## config.mk

```make
export PLATFORM = sky130hd
export DESIGN_NAME = mp_wake_seq
export DESIGN_NICKNAME = d
export VERILOG_FILES = /design/src/rtl/mp_wake_pkg.sv /design/src/rtl/mp_wake_delay.sv /design/src/rtl/mp_wake_cmd.sv /design/src/rtl/mp_wake_fsm.sv /design/src/rtl/mp_wake_seq.sv
export SDC_FILE = /design/constraint.sdc
export NUM_CORES = 1
export LEC_CHECK = 0
export CAP_MARGIN = 10
export CORE_ASPECT_RATIO = 1.75
export CORE_MARGIN = 2
export CORE_UTILIZATION = 30
export CTS_CLUSTER_DIAMETER = 60
export CTS_CLUSTER_SIZE = 30
export DETAILED_ROUTE_END_ITERATION = 8
export DONT_BUFFER_PORTS = 1
export PLACE_DENSITY_LB_ADDON = 0.2
export SLEW_MARGIN = 20
export SYNTH_ARGS = -nofsm -noshare
export SYNTH_HDL_FRONTEND = slang
export SYNTH_SLANG_ARGS = --single-unit
```

## constraint.sdc

```tcl
create_clock -name clk -period 5 [get_ports clk]
set_input_delay 0.75 -clock clk [delete_from_list [all_inputs] [get_ports clk]]
set_output_delay 0.75 -clock clk [all_outputs]
set_load 0.01 [all_outputs]
```

## src/rtl/mp_wake_pkg.sv

```systemverilog
package mp_wake_pkg;

  typedef enum logic [2:0] {
    WK_IDLE, WK_SEED, WK_SEND, WK_POLL, WK_WAIT, WK_SAMPLE, WK_DONE
  } wk_state_t;

  localparam logic [2:0] MSG_WAKE    = 3'b101;
  localparam logic [2:0] MSG_STARTUP = 3'b110;
  localparam logic [1:0] DEST_OTHERS = 2'b11;

  function automatic logic [31:0] icr_word(input logic [2:0] msg, input logic [7:0] vec);
    logic [31:0] w;
    w        = '0;
    w[19:18] = DEST_OTHERS;
    w[15]    = 1'b0;          // edge trigger
    w[14]    = 1'b1;          // assert level
    w[10:8]  = msg;
    w[7:0]   = vec;
    return w;
  endfunction

endpackage

```

## src/rtl/mp_wake_delay.sv

```systemverilog
module mp_wake_delay #(
  parameter int W = 8
) (
  input  logic         clk,
  input  logic         rst_n,
  input  logic         load_i,
  input  logic [W-1:0] load_val_i,
  output logic         zero_o
);
  logic [W-1:0] cnt_q;

  always_ff @(posedge clk) begin
    if (!rst_n)           cnt_q <= '0;
    else if (load_i)      cnt_q <= load_val_i;
    else if (cnt_q != '0) cnt_q <= cnt_q - 1'b1;
  end

  assign zero_o = (cnt_q == '0);

  // the gap counter steps down by one each cycle
  a_r7_count_down: assert property (@(posedge clk) disable iff (!rst_n)
    (!load_i && cnt_q != '0) |=> (cnt_q == $past(cnt_q) - 1'b1));
endmodule

```

## src/rtl/mp_wake_cmd.sv

```systemverilog
module mp_wake_cmd #(
  parameter logic [7:0] VECTOR = 8'h11
) (
  input  logic [1:0]  step_i,
  output logic [31:0] word_o
);
  import mp_wake_pkg::*;

  always_comb begin
    if (step_i == 2'd0) word_o = icr_word(MSG_WAKE, 8'h00);
    else                word_o = icr_word(MSG_STARTUP, VECTOR);
  end
endmodule

```

## src/rtl/mp_wake_fsm.sv

```systemverilog
module mp_wake_fsm #(
  parameter int CNT_W      = 8,
  parameter int EXPECT_CNT = 4
) (
  input  logic             clk,
  input  logic             rst_n,
  input  logic             start_i,
  input  logic             cmd_ready_i,
  input  logic             ipi_busy_i,
  input  logic             dly_zero_i,
  input  logic [CNT_W-1:0] cpu_cnt_i,
  output logic [1:0]       step_o,
  output logic             cmd_valid_o,
  output logic             cnt_set_o,
  output logic             dly_load_o,
  output logic             dly_long_o,
  output logic             done_o,
  output logic             all_up_o,
  output logic [CNT_W-1:0] cpu_cnt_o
);
  import mp_wake_pkg::*;

  localparam logic [1:0] LAST_STEP = 2'd2;

  wk_state_t        state_q, state_d;
  logic [1:0]       step_q, step_d;
  logic [CNT_W-1:0] cnt_q;
  logic             ok_q;
  logic             idle_like;

  assign idle_like = (state_q == WK_IDLE) || (state_q == WK_DONE);

  always_comb begin
    state_d    = state_q;
    step_d     = step_q;
    dly_load_o = 1'b0;
    unique case (state_q)
      WK_IDLE, WK_DONE: if (start_i) state_d = WK_SEED;
      WK_SEED: begin
        step_d  = 2'd0;
        state_d = WK_SEND;
      end
      WK_SEND: if (cmd_ready_i) state_d = WK_POLL;
      WK_POLL: if (!ipi_busy_i) begin
        dly_load_o = 1'b1;
        state_d    = WK_WAIT;
      end
      WK_WAIT: if (dly_zero_i) begin
        if (step_q == LAST_STEP) state_d = WK_SAMPLE;
        else begin
          step_d  = step_q + 2'd1;
          state_d = WK_SEND;
        end
      end
      WK_SAMPLE: state_d = WK_DONE;
      default:   state_d = WK_IDLE;
    endcase
  end

  always_ff @(posedge clk) begin
    if (!rst_n) begin
      state_q <= WK_IDLE;
      step_q  <= 2'd0;
      cnt_q   <= '0;
      ok_q    <= 1'b0;
    end else begin
      state_q <= state_d;
      step_q  <= step_d;
      if (state_q == WK_SAMPLE) begin
        cnt_q <= cpu_cnt_i;
        ok_q  <= (cpu_cnt_i == CNT_W'(EXPECT_CNT));
      end
    end
  end

  assign step_o      = step_q;
  assign dly_long_o  = (step_q == 2'd0);
  assign cmd_valid_o = (state_q == WK_SEND);
  assign cnt_set_o   = (state_q == WK_SEED);
  assign done_o      = (state_q == WK_DONE);
  assign all_up_o    = ok_q;
  assign cpu_cnt_o   = cnt_q;

  // no progress while delivery is pending
  a_r6_busy_hold: assert property (@(posedge clk) disable iff (!rst_n)
    (state_q == WK_POLL && ipi_busy_i) |=> (state_q == WK_POLL));
  // the seed pulse lasts one cycle
  a_r2_seed_once: assert property (@(posedge clk) disable iff (!rst_n)
    cnt_set_o |=> !cnt_set_o);
  // a seed only follows a start taken while idle or finished
  a_r10_seed_from_idle: assert property (@(posedge clk) disable iff (!rst_n)
    $rose(cnt_set_o) |-> ($past(start_i) && $past(idle_like)));
  // the finished state holds until a new start
  a_r11_done_holds: assert property (@(posedge clk) disable iff (!rst_n)
    (done_o && !start_i) |=> (done_o && $stable(cpu_cnt_o) && $stable(all_up_o)));
endmodule

```

## src/rtl/mp_wake_seq.sv

```systemverilog
module mp_wake_seq #(
  parameter int         INIT_WAIT_CYC = 500000,
  parameter int         SIPI_WAIT_CYC = 10000,
  parameter logic [7:0] VECTOR        = 8'h11,
  parameter int         CNT_W         = 8,
  parameter int         EXPECT_CNT    = 4
) (
  input  logic             clk,
  input  logic             rst_n,
  input  logic             start_i,
  output logic             cmd_valid_o,
  input  logic             cmd_ready_i,
  output logic [31:0]      cmd_word_o,
  input  logic             ipi_busy_i,
  output logic             cnt_set_o,
  input  logic [CNT_W-1:0] cpu_cnt_i,
  output logic             done_o,
  output logic             all_up_o,
  output logic [CNT_W-1:0] cpu_cnt_o
);
  localparam int MAX_WAIT = (INIT_WAIT_CYC > SIPI_WAIT_CYC) ? INIT_WAIT_CYC : SIPI_WAIT_CYC;
  localparam int DLY_W    = $clog2(MAX_WAIT + 1);

  logic [1:0]       step;
  logic             dly_load, dly_long, dly_zero;
  logic [DLY_W-1:0] dly_val;

  assign dly_val = dly_long ? DLY_W'(INIT_WAIT_CYC - 1) : DLY_W'(SIPI_WAIT_CYC - 1);

  mp_wake_fsm #(.CNT_W(CNT_W), .EXPECT_CNT(EXPECT_CNT)) fsm_i (
    .clk(clk), .rst_n(rst_n), .start_i(start_i), .cmd_ready_i(cmd_ready_i),
    .ipi_busy_i(ipi_busy_i), .dly_zero_i(dly_zero), .cpu_cnt_i(cpu_cnt_i),
    .step_o(step), .cmd_valid_o(cmd_valid_o), .cnt_set_o(cnt_set_o),
    .dly_load_o(dly_load), .dly_long_o(dly_long), .done_o(done_o),
    .all_up_o(all_up_o), .cpu_cnt_o(cpu_cnt_o)
  );

  mp_wake_delay #(.W(DLY_W)) dly_i (
    .clk(clk), .rst_n(rst_n), .load_i(dly_load), .load_val_i(dly_val), .zero_o(dly_zero)
  );

  mp_wake_cmd #(.VECTOR(VECTOR)) cmd_i (
    .step_i(step), .word_o(cmd_word_o)
  );

  // back-pressure keeps the offer intact
  a_r5_hold_offer: assert property (@(posedge clk) disable iff (!rst_n)
    (cmd_valid_o && !cmd_ready_i) |=> (cmd_valid_o && $stable(cmd_word_o)));
  // every offered word targets all other processors with assert level
  a_r4_word_shape: assert property (@(posedge clk) disable iff (!rst_n)
    cmd_valid_o |-> (cmd_word_o[19:18] == 2'b11 && cmd_word_o[14] && !cmd_word_o[15]));
endmodule

```

# After elaboration in Yosys (flattened, before gate mapping)
# Index checks and enable logic that the tools add are counted.
# op_classes
n_addsub	2
multipliers	0
n_div	0
order_cmp	0
eq_ne	13
shifts	0
mux	15
bitwise	0
n_reduce_logical	9
# op_table
cell	count
$mux W19	3
$logic_not A19 Y1	1
$reduce_bool A19 Y1	1
$sub A19 B1 Y19 const B	1
$pmux W3 S6	1
$mux W3	5
$mux W10	1
$eq A3 B3 Y1 const B	3
$eq A8 B3 Y1 const B	1
$eq A3 B2 Y1 const B	2
$ne A2 B2 Y1 const B	3
$mux W2	2
$ne A2 B1 Y1 const B	2
$pmux W2 S2	1
$reduce_and A4 Y1	1
$reduce_bool A2 Y1	2
$eq A3 B1 Y1 const B	1
$logic_not A3 Y1	1
$reduce_and A3 Y1	1
$add A2 B1 Y2 const B	1
$eq A2 B2 Y1 const B	1
$logic_not A2 Y1	1
$mux W1	2
$reduce_or A2 Y1	1
# totals
reg_bits	33
latchBits	0
ram_bits	0
romBits	0
memories	0

# Logic depth before layout (Yosys ltp)
# Gate-level depths: netlist of the first run.
# depth
ltp_word	4
mapped_depth	7
mapped_depth_nobuf	6

# Modules after synthesis
# A second synthesis of the first run with hierarchy kept.
# unflattened
hier_cells	256
area_unflattened_um2	2155.8
# by_module_without_submodules
module	n_inst	cells_per_inst	area_per_inst_um2	seq_area_each_um2
mp_wake_delay	1	137	1141.1	380.4
mp_wake_fsm	1	82	760.7	280.3
mp_wake_cmd	1	34	242.7	0.0
mp_wake_seq	1	3	11.3	0.0

# Least setup slack after synthesis of the first run
# Ideal clock, no wire load.
# synth_timing
path_kind	input -> register
from	input rst_n
to	register dly_i.cnt_q[13]
setup_time_ns	0.132
arrival_time_ns	1.664
t_required_ns	4.868
setup_slack_ns	3.204
cell_stages	5
path_cell_list	clkbuf_1 inv_1 clkbuf_1 buf_1 a21oi_1
# synth_rtl
element	line	source
start, declared	mp_wake_seq.sv:9	input logic rst_n,
end signal, assigned	mp_wake_delay.sv:14	else if (load_i) cnt_q <= load_val_i;
end signal, assigned	mp_wake_delay.sv:15	else if (cnt_q != '0) cnt_q <= cnt_q - 1'b1;
end, declared	mp_wake_delay.sv:10	logic [W-1:0] cnt_q;
# No word-level cell between the ends.

# Worst setup path in the final report of the first run
# layout_timing
from	register fsm_i.state_q[0]
to	output cnt_set_o
# layout_between
elab_chain_len	1
# layout_rtl
element	line	source
start, declared	mp_wake_fsm.sv:25	wk_state_t state_q, state_d;
start signal, assigned	mp_wake_fsm.sv:67	state_q <= state_d;
$eq A3 B1 Y1	mp_wake_fsm.sv:79	assign cnt_set_o = (state_q == WK_SEED);
end, declared	mp_wake_seq.sv:15	output logic cnt_set_o,
# No other way between the ends.

==> results of run 1 <==
## layer usage
layer / track usage (%) / up-vias / share of wire, %
li1: - / 833 / -
met4: 6.12 / 0 / 2.1
met3: 3.58 / 7 / 5.9
met2: 26.3 / 54 / 56
met5: 0 / - / 0
met1: 12.8 / 812 / 36
## flip-flops by register name (all words and copies together), names as in the netlist
name             flops
dly_i.cnt_q         19
fsm_i.cpu_cnt_o      8
fsm_i.state_q        3
fsm_i.step_o         2
fsm_i.all_up_o       1
## final timing paths
kind	slack, ns	depth (start not counted)	endpoint
worst max-delay path	2.65	1	cnt_set_o
worst min-delay path	0.49	2	dly_i.cnt_q[5]
worst max register to register	2.77	4	dly_i.cnt_q[17]
worst min register to register	0.49	2	dly_i.cnt_q[5]
## final cells by class
cell class	instances	area (um2)
Inverter	9	33.8
Fill cell	722	4430
Sequential cell	33	661
Tap cell	82	103
Timing Repair Buffer	3	22.5
Multi-Input combinational cell	190	1140
Clock inverter	1	5.00
Clock buffer	7	153
## cells in the mapped netlist (all sizes together), types with 4 or more instances
cell type | count | area (um2)
a21oi | 20 | 100
buf | 38 | 269
clkbuf | 7 | 26.3
dfxtp | 33 | 661
inv | 9 | 33.8
nand2 | 23 | 86.3
nand3 | 15 | 80.1
nand4 | 7 | 43.8
nor2 | 10 | 37.5
nor3 | 6 | 35.0
nor4 | 6 | 65.1
nor4b | 4 | 35.0
o21ai | 12 | 60.1
o31a | 4 | 35.0
or3 | 6 | 37.5
or4 | 4 | 30.0
## power by group through the flow
stage	combinational (mW)	clock, mW	sequential (mW)
after floorplan	0.619	0	0.405
after global placement	0.712	0	0.437
after detailed placement	0.712	0	0.438
after CTS	0.714	0.335	0.433
after global routing	0.796	0.346	0.449
final	0.714	0.321	0.434
## layout by cell type (no fill, tap or decap), drive strengths merged, types with 3 or more instances in the layout
cell / instances
o21ai: 12
nand2: 23
mux2i: 3
nor2b: 3
and3: 3
a31oi: 3
o211ai: 3
nand4: 7
conb: 28
buf: 3
nor4: 6
nor2: 10
or4: 4
o31a: 4
nor4b: 4
inv: 9
a211o: 3
nand3: 15
clkbuf: 7
or3: 6
ha: 3
a211oi: 3
dfxtp: 33
nor3: 6
a21oi: 20
## cells by family after synthesis
group                      count (synthesis)
adders and majority gates                  3
DFF                                       33
and+or+nand+nor                           94
other                                      2
xor gates and xnor gates                   2
AOI/OAI and AO/OA                         60
buffers and inverters                     54
muxes                                      3
## tightest hold or removal path, stage by stage, from the launching register on
cell and delay, ns:
dfxtp_1 0.32, nand2_1 0.06, mux2i_1 0.05
## per-stage QoR
stage / utilization [%] / hold slack (ns) / std cells / setup WS, ns / power [mW]
floorplan: - / 0.457 / 277 / 3.20 / 1.02
global placement: 29.9 / 0.482 / 317 / 2.87 / 1.15
detailed placement: 29.9 / 0.483 / 317 / 2.81 / 1.15
CTS: 32.3 / 0.491 / 325 / 2.62 / 1.48
global route: 32.3 / 0.508 / 325 / 2.54 / 1.59
finish: 32.3 / 0.488 / 325 / 2.65 / 1.47
==> results.py, run 1 <==
metrics = {
    "layout": {
        "fin_area_um2": 2110,
        "drive_above_1_share_pct": 7.41,
        "nets": 258,
        "area_delta_synth_final_pct": 4.20,
        "antennaDiodeCount": 0,
    },
    "yosys": {
        "synth_simple_gate_area_share_pct": 26.8,
        "synth_top_family_by_area": "simple AND/OR/NAND/NOR gates",
        "synth_compound_area_share_pct": 19.8,
        "synthAdderAreaFrac_pct": 1.85,
        "syn_avg_cell_area_um2": 8.08,
        "synth_area_um2": 2030,
        "synthXorXnorAreaFrac_pct": 0.864,
        "yosysWarnings": 0,
        "synth_cell_types": 47,
        "yosysSeqAreaShare_pct": 32.6,
        "ys_ff_latch": 33,
        "synth_edf_count": 0,
        "async_flop_share_pct": 0,
        "synth_flop_cell": "dfxtp_1",
        "postSynthCellCount": 251,
        "synthMuxAreaShare_pct": 1.48,
    },
    "route": {
        "vias_per_cell": 5.25,
        "ant_nets": 0,
        "drcViolationCount": 0,
        "vias": 1706,
        "drtIter0Drc": 56,
        "avgRoutedWirePerCell_um": 15.0,
        "wl_mm": 4.88,
        "first_pass_iters": 4,
    },
    "sta": {
        "rsz0062_at_grt": "no",
        "worst_slew_pin_slew_ns": 0.854,
        "max-slew-margin-rel_pct": 42.6,
        "fin_skew_ns": 0.00349,
        "period_needed_ns": 2.35,
        "setup_violations": 0,
        "hold_viol": 0,
        "finalCritPeriodShare_pct": 46.9,
        "fmax_mhz": 426,
        "slew_violations": 0,
        "tns_ns": 0,
    },
    "floorplan": {
        "die_w_um": 66.2,
        "io_pins": 57,
        "core.rowCount": 39,
        "die_y_um": 113,
        "die_area_um2": 7460,
        "initial_core_util_pct": 31.0,
        "coreArea_um2": 6540,
    },
    "power_and_ir_drop": {
        "switching_power_mw": 0.671,
        "p_seq_share_pct": 29.6,
        "p_sw_share_pct": 45.6,
        "combPwrFrac_pct": 48.6,
        "p_clk_share_pct": 21.9,
        "p_leak_nw": 0.793,
        "intPower_mw": 0.799,
        "power_density_nw_per_um2": 695,
        "ir_drop_uv": 222,
    },
    "grt": {
        "grt_pass1_vias": 1603,
        "antenna_found_initial": 0,
        "grt_pass1_wl_mm": 7.78,
        "overflow": 0,
        "grt_max_degree": 23,
        "track_usage_pct": 13.7,
    },
    "setup_path": {
        "crit_path_start_kind": "flop",
        "critPathKind": "reg2out",
        "path_delay_family": "flip-flops",
        "cp-startpoint": "fsm_i.state_q[0]",
        "worstReg2RegStart": "dly_i.cnt_q[3]",
        "crit_slowest_cell": "dfxtp_1",
        "path_cells": "nor3b_1",
        "crit_buf_inv": 0,
        "endpoint_kind": "output port",
        "cpPeakStageDelay_ns": 0.69,
        "cp_data_required_time_ns": 4.25,
        "crit_fanout": 19,
        "cp.arrival_ns": 1.60,
    },
    "placed_design": {
        "hpwl_mm": 3.61,
        "io_buffers": 0,
        "gp_congestion": 0.754,
        "dpl_cell_area_um2": 1960,
    },
    "clock_network": {
        "cts_post_setup_buffers_inserted": 0,
        "cts_num_sinks": 33,
        "cts_root_buf": "clkbuf_16",
        "cts_tree": "done",
        "clock_path_buffers": 2,
        "cts_buffers": 5,
        "ctsHoldBuffers": 0,
        "cts_resized": 0,
        "ctsHtreeMaxLevel": 2,
        "clk-insertion-delay-late_ns": 0.28,
        "clk_pin_slew_ns": 0.05,
    },
    "run_status": {
        "outcome": "complete, no violations",
    },
    "min_path": {
        "hp-start": "dly_i.cnt_q[5]",
        "hold_path_class": "reg2reg",
    },
    "job": {
        "maxCapViolations": 0,
    },
}
Note: power is estimated with default switching activity, not from simulation.
==> inputs of run 2 (changes only) <==
==> constraint.sdc (replaced) <==
create_clock -name clk -period 2.4 [get_ports clk]
set_input_delay 0.36 -clock clk [delete_from_list [all_inputs] [get_ports clk]]
set_output_delay 0.36 -clock clk [all_outputs]
set_load 0.01 [all_outputs]
==> run 2 against run 1 <==
- die area unchanged
- routed wire length increased by 0.12%
- setup slack got worse by 2.2 ns
- combinational power increased by 110%
- largest power group unchanged
==> results.py, run 2 (synthesized netlist as in run 1, its figures left out) <==
metrics = {
    "setup_path": {
        "endpoint_kind": "flop",
        "crit_fanout": 12,
        "crit_slowest_cell": "nor3_2",
        "crit_path_start_kind": "flop",
        "cp.arrival_ns": 2.07,
        "cpPeakStageDelay_ns": 0.49,
        "cp_data_required_time_ns": 2.55,
        "critPathKind": "reg2reg",
        "path_cells": "nor3_2 > nand3_1 > o41ai_1 > a22oi_1",
    },
    "floorplan": {
        "die_area_um2": 7460,
        "coreArea_um2": 6540,
        "die_y_um": 113,
        "io_pins": 57,
        "initial_core_util_pct": 31.0,
        "die_w_um": 66.2,
        "core.rowCount": 39,
    },
    "route": {
        "vias": 1722,
        "first_pass_iters": 4,
        "drcViolationCount": 0,
        "avgRoutedWirePerCell_um": 14.8,
        "wl_mm": 4.89,
        "drtIter0Drc": 58,
        "vias_per_cell": 5.22,
        "ant_nets": 0,
    },
    "clock_network": {
        "ctsHoldBuffers": 0,
        "cts_root_buf": "clkbuf_16",
        "clock_path_buffers": 2,
        "cts_tree": "done",
        "clk-insertion-delay-late_ns": 0.28,
        "cts_num_sinks": 33,
        "ctsHtreeMaxLevel": 2,
        "clk_pin_slew_ns": 0.06,
        "cts_post_setup_buffers_inserted": 0,
        "cts_resized": 0,
        "cts_buffers": 5,
    },
    "layout": {
        "final_cell_mix": "33 x dfxtp_1, 28 x conb_1, 23 x nand2_1",
        "largest_register_ffs": 19,
        "antennaDiodeCount": 0,
        "final_common_cell": "dfxtp_1",
        "largest_register": "dly_i.cnt_q",
        "drive_above_1_share_pct": 8.87,
        "nFillCells": 722,
        "nets": 263,
        "area_delta_synth_final_pct": 6.79,
    },
    "placed_design": {
        "hpwl_mm": 3.63,
        "gp_congestion": 0.761,
        "io_buffers": 0,
    },
    "min_path": {
        "hold_path_class": "in2reg",
    },
    "sta": {
        "finalCritPeriodShare_pct": 80.1,
        "period_needed_ns": 1.92,
        "tns_ns": 0,
        "setup_violations": 0,
        "rsz0062_at_grt": "no",
        "max-slew-margin-rel_pct": 58.0,
        "hold_viol": 0,
        "worst_slew_pin_slew_ns": 0.628,
        "fin_skew_ns": 0.00417,
        "slew_violations": 0,
        "fmax_mhz": 520,
    },
    "grt": {
        "antenna_found_initial": 0,
        "track_usage_pct": 13.9,
        "grt_pass1_wl_mm": 7.89,
        "grt_pass1_vias": 1632,
        "overflow": 0,
        "grt_max_degree": 23,
    },
    "power_and_ir_drop": {
        "power_density_nw_per_um2": 1460,
        "ir_drop_uv": 432,
        "p_leak_nw": 0.822,
        "power_mw": 3.15,
    },
    "job": {
        "maxCapViolations": 0,
    },
    "run_status": {
        "outcome": "complete, no violations",
    },
}
==> run 2: cell type report <==
class	instances	area, um2	area share [%]
clock inverter	1	30.0	1.39
inverter	9	33.8	1.56
multi-input combinational	190	1140	52.5
clock buffer	7	143	6.59
sequential	33	661	30.5
timing repair buffer	8	60.1	2.77
tap	82	103	4.74
==> run 2: worst paths after layout <==
| kind | from | slack, ns | depth (start not counted) | to |
|---|---|---|---|---|
| max | dly_i.cnt_q[6] | 0.48 | 4 | dly_i.cnt_q[17] |
| min | rst_n | 0.20 | 2 | dly_i.cnt_q[9] |
| max reg2reg | dly_i.cnt_q[6] | 0.48 | 4 | dly_i.cnt_q[17] |
| min reg2reg | dly_i.cnt_q[17] | 0.49 | 2 | dly_i.cnt_q[17] |
==> run 2: critical path: cells and delay by family, from the launching register on <==
| kind | cells | cell delay, ns |
|---|---|---|
| flops | 1 | 0.34 |
| simple gates | 2 | 0.93 |
| compound gates | 2 | 0.52 |
==> run 2: routing by layer <==
layer  GRT usage [%]  up-vias  share of wire [%]
li1                -      847                  -
met1            13.2      807                 37
met2            26.6       56                 55
met3            3.68       12                5.5
met4            6.26        0                2.7
met5               0        -                  0
==> run 2: where the power goes <==
| part | switching [mW] | leakage [nW] | total (mW) | internal (mW) |
|---|---|---|---|---|
| clock | 0.244 | 0.0841 | 0.762 | 0.519 |
| sequential | 0.180 | 0.269 | 0.880 | 0.700 |
| combinational | 0.954 | 0.469 | 1.51 | 0.558 |
==> run 2: stage by stage <==
stage | std cells | worst slack, ns | hold slack [ns] | utilization (%) | cell area [um2]
3_3_place_gp | 322 | 0.447 | 0.478 | 30.5 | 1990
2_1_floorplan | 277 | 0.810 | 0.457 | - | 2130
6_report | 330 | 0.477 | 0.195 | 33.1 | 2170
3_5_place_dp | 322 | 0.472 | 0.479 | 30.5 | 1990
4_1_cts | 330 | 0.453 | 0.195 | 33.1 | 2170
5_1_grt | 330 | 0.239 | 0.206 | 33.1 | 2170
==> inputs of run 3 (changes only) <==
==> constraint.sdc (replaced) <==
create_clock -name clk -period 1.7 [get_ports clk]
set_input_delay 0.255 -clock clk [delete_from_list [all_inputs] [get_ports clk]]
set_output_delay 0.255 -clock clk [all_outputs]
set_load 0.01 [all_outputs]
==> run 3 against run 2 <==
- register-to-register slack got worse by 0.46 ns
- critical path depth stayed put
- sequential power up 35%
- hold slack got worse by 0.10 ns
- routed wire length rose by 11%
- largest cell class unchanged
==> results.py, run 3 (synthesized netlist as in run 1, its figures left out) <==
metrics = {
    "power_and_ir_drop": {
        "intPower_mw": 3.02,
        "combPwrFrac_pct": 60.9,
        "p_seq_share_pct": 22.3,
        "p_clk_share_pct": 16.8,
        "p_sw_share_pct": 43.4,
        "p_leak_nw": 0.971,
        "power_density_nw_per_um2": 2190,
        "ir_drop_uv": 582,
        "switching_power_mw": 2.32,
    },
    "sta": {
        "setup_violations": 0,
        "finalCritPeriodShare_pct": 98.8,
        "fin_skew_ns": 0.00576,
        "slew_violations": 0,
        "hold_viol": 0,
        "max-slew-margin-rel_pct": 62.1,
        "rsz0062_at_grt": "yes",
        "period_needed_ns": 1.68,
        "worst_slew_pin_slew_ns": 0.567,
        "setup_slack_ns": 0.0210,
        "fmax_mhz": 596,
    },
    "layout": {
        "final_cell_mix": "33 x buf_4, 32 x dfxtp_1, 28 x conb_1",
        "post-route-util_pct": 37.3,
        "nets": 289,
        "antennaDiodeCount": 0,
        "drive_above_1_share_pct": 23.1,
        "largest_register": "dly_i.cnt_q",
        "instances_no_fill": 355,
        "largest_register_ffs": 19,
        "final_common_cell": "buf_4",
        "area_delta_synth_final_pct": 20.2,
    },
    "placed_design": {
        "hpwl_mm": 4.11,
        "gp_congestion": 0.883,
        "dpl_worst_slack_ns": -0.137,
        "io_buffers": 0,
        "dp_cells": 346,
    },
    "setup_path": {
        "cp.arrival_ns": 1.87,
        "path_cells": "nor4_4 > nand4_1 > or3_4 > a311oi_2",
        "crit_fanout": 5,
        "endpoint_kind": "flop",
        "crit_buf_inv": 0,
        "rr_endpoint": "dly_i.cnt_q[16]",
        "cp_data_required_time_ns": 1.89,
        "worstReg2RegStart": "dly_i.cnt_q[12]",
        "r2r_slack_ns": 0.02,
        "crit_slowest_cell": "or3_4",
        "path_delay_family": "simple AND/OR/NAND/NOR gates",
        "reg2reg_depth": 4,
        "cpPeakStageDelay_ns": 0.43,
        "crit_path_start_kind": "flop",
        "critPathKind": "reg2reg",
    },
    "job": {
        "maxCapViolations": 0,
    },
    "grt": {
        "antenna_found_initial": 0,
        "track_usage_pct": 15.1,
        "grt_max_degree": 18,
        "grt_pass1_wl_mm": 8.35,
        "grt_pass1_vias": 1729,
        "overflow": 0,
    },
    "route": {
        "first_pass_iters": 3,
        "drtIter0Drc": 53,
        "ant_nets": 0,
        "vias": 1840,
        "avgRoutedWirePerCell_um": 15.3,
        "drcViolationCount": 0,
        "wl_mm": 5.41,
        "vias_per_cell": 5.18,
    },
    "clock_network": {
        "cts_num_sinks": 33,
        "ctsHoldBuffers": 0,
        "cts_root_buf": "clkbuf_16",
        "ctsHtreeMaxLevel": 2,
        "clock_path_buffers": 2,
        "cts_tree": "done",
        "clk_pin_slew_ns": 0.05,
        "cts_buffers": 5,
        "clk-insertion-delay-late_ns": 0.28,
    },
    "floorplan": {
        "core.rowCount": 39,
        "die_y_um": 113,
        "die_w_um": 66.2,
        "io_pins": 57,
        "coreArea_um2": 6540,
        "die_area_um2": 7460,
        "initial_core_util_pct": 31.0,
    },
    "min_path": {
        "hp-start": "rst_n",
        "hold_path_class": "in2reg",
        "hold_end": "fsm_i.state_q[1]",
        "hold_depth": 1,
    },
    "run_status": {
        "outcome": "complete, no violations",
    },
}
run 3: cell types whose count changed in the layout (fill, tap and decap cells not counted), sizes merged:
| cell | before | now |
|---|---|---|
| buf | 8 | 34 |
| bufinv | 1 | 0 |
run 3: what timing repair did:
item | 4_1_cts | 5_1_grt
pin swaps | 0 | 5
resized for setup | 4 | 17
setup buffers | 0 | 2
setup endpoints to repair | 13 | 12
run 3: worst max-delay path by stage:
stage / start / end / slack [ns] / cells after the start
after detailed placement: dly_i.cnt_q[16] / dly_i.cnt_q[9] / -0.14 / 4
after floorplan: dly_i.cnt_q[2] / dly_i.cnt_q[16] / 0.11 / 5
final: dly_i.cnt_q[12] / dly_i.cnt_q[16] / 0.02 / 4
after global routing: dly_i.cnt_q[2] / dly_i.cnt_q[16] / -0.06 / 5
after global placement: dly_i.cnt_q[16] / dly_i.cnt_q[9] / -0.14 / 4
after CTS: dly_i.cnt_q[16] / fsm_i.state_q[0] / 0.007 / 4
run 3: worst register-to-register path: cells and delay by family (launching register included):
kind	cells	cell delay [ns]
simple gates	3	1.05
flops	1	0.34
compound gates	1	0.21
run 3: final cells by class:
| class | instances | area, um2 |
|---|---|---|
| clock buffers | 7 | 143 |
| fillers | 685 | 4100 |
| inverters | 9 | 33.8 |
| multi-input cells | 190 | 1240 |
| flip-flops and latches | 33 | 662 |
| well taps | 82 | 103 |
| repair buffers | 34 | 259 |
run 3: power by group through the flow:
stage	logic [mW]	registers (mW)	clock network, mW
6_report	3.25	1.19	0.896
4_1_cts	2.88	1.19	0.933
5_1_grt	3.51	1.22	0.974
2_1_floorplan	1.82	1.19	0
3_5_place_dp	2.82	1.19	0
3_3_place_gp	2.80	1.19	0
run 3: metrics by stage:
stage	power (mW)	TNS (ns)	hold WS (ns)	cell area [um2]
4_1_cts	5.00	0	0.0870	2330
3_3_place_gp	3.99	-0.418	0.376	2170
6_report	5.34	0	0.0906	2440
5_1_grt	5.71	-0.178	0.0892	2440
3_5_place_dp	4.01	-0.627	0.379	2170
2_1_floorplan	3.01	0	0.403	2130
run 3: routing by layer:
layer | track usage [%] | vias up | share of wire [%]
met5 | 0 | - | 0
met3 | 3.88 | 16 | 4.9
met4 | 10.2 | 0 | 5.7
met1 | 13.3 | 863 | 34
li1 | - | 901 | -
met2 | 28.4 | 60 | 56
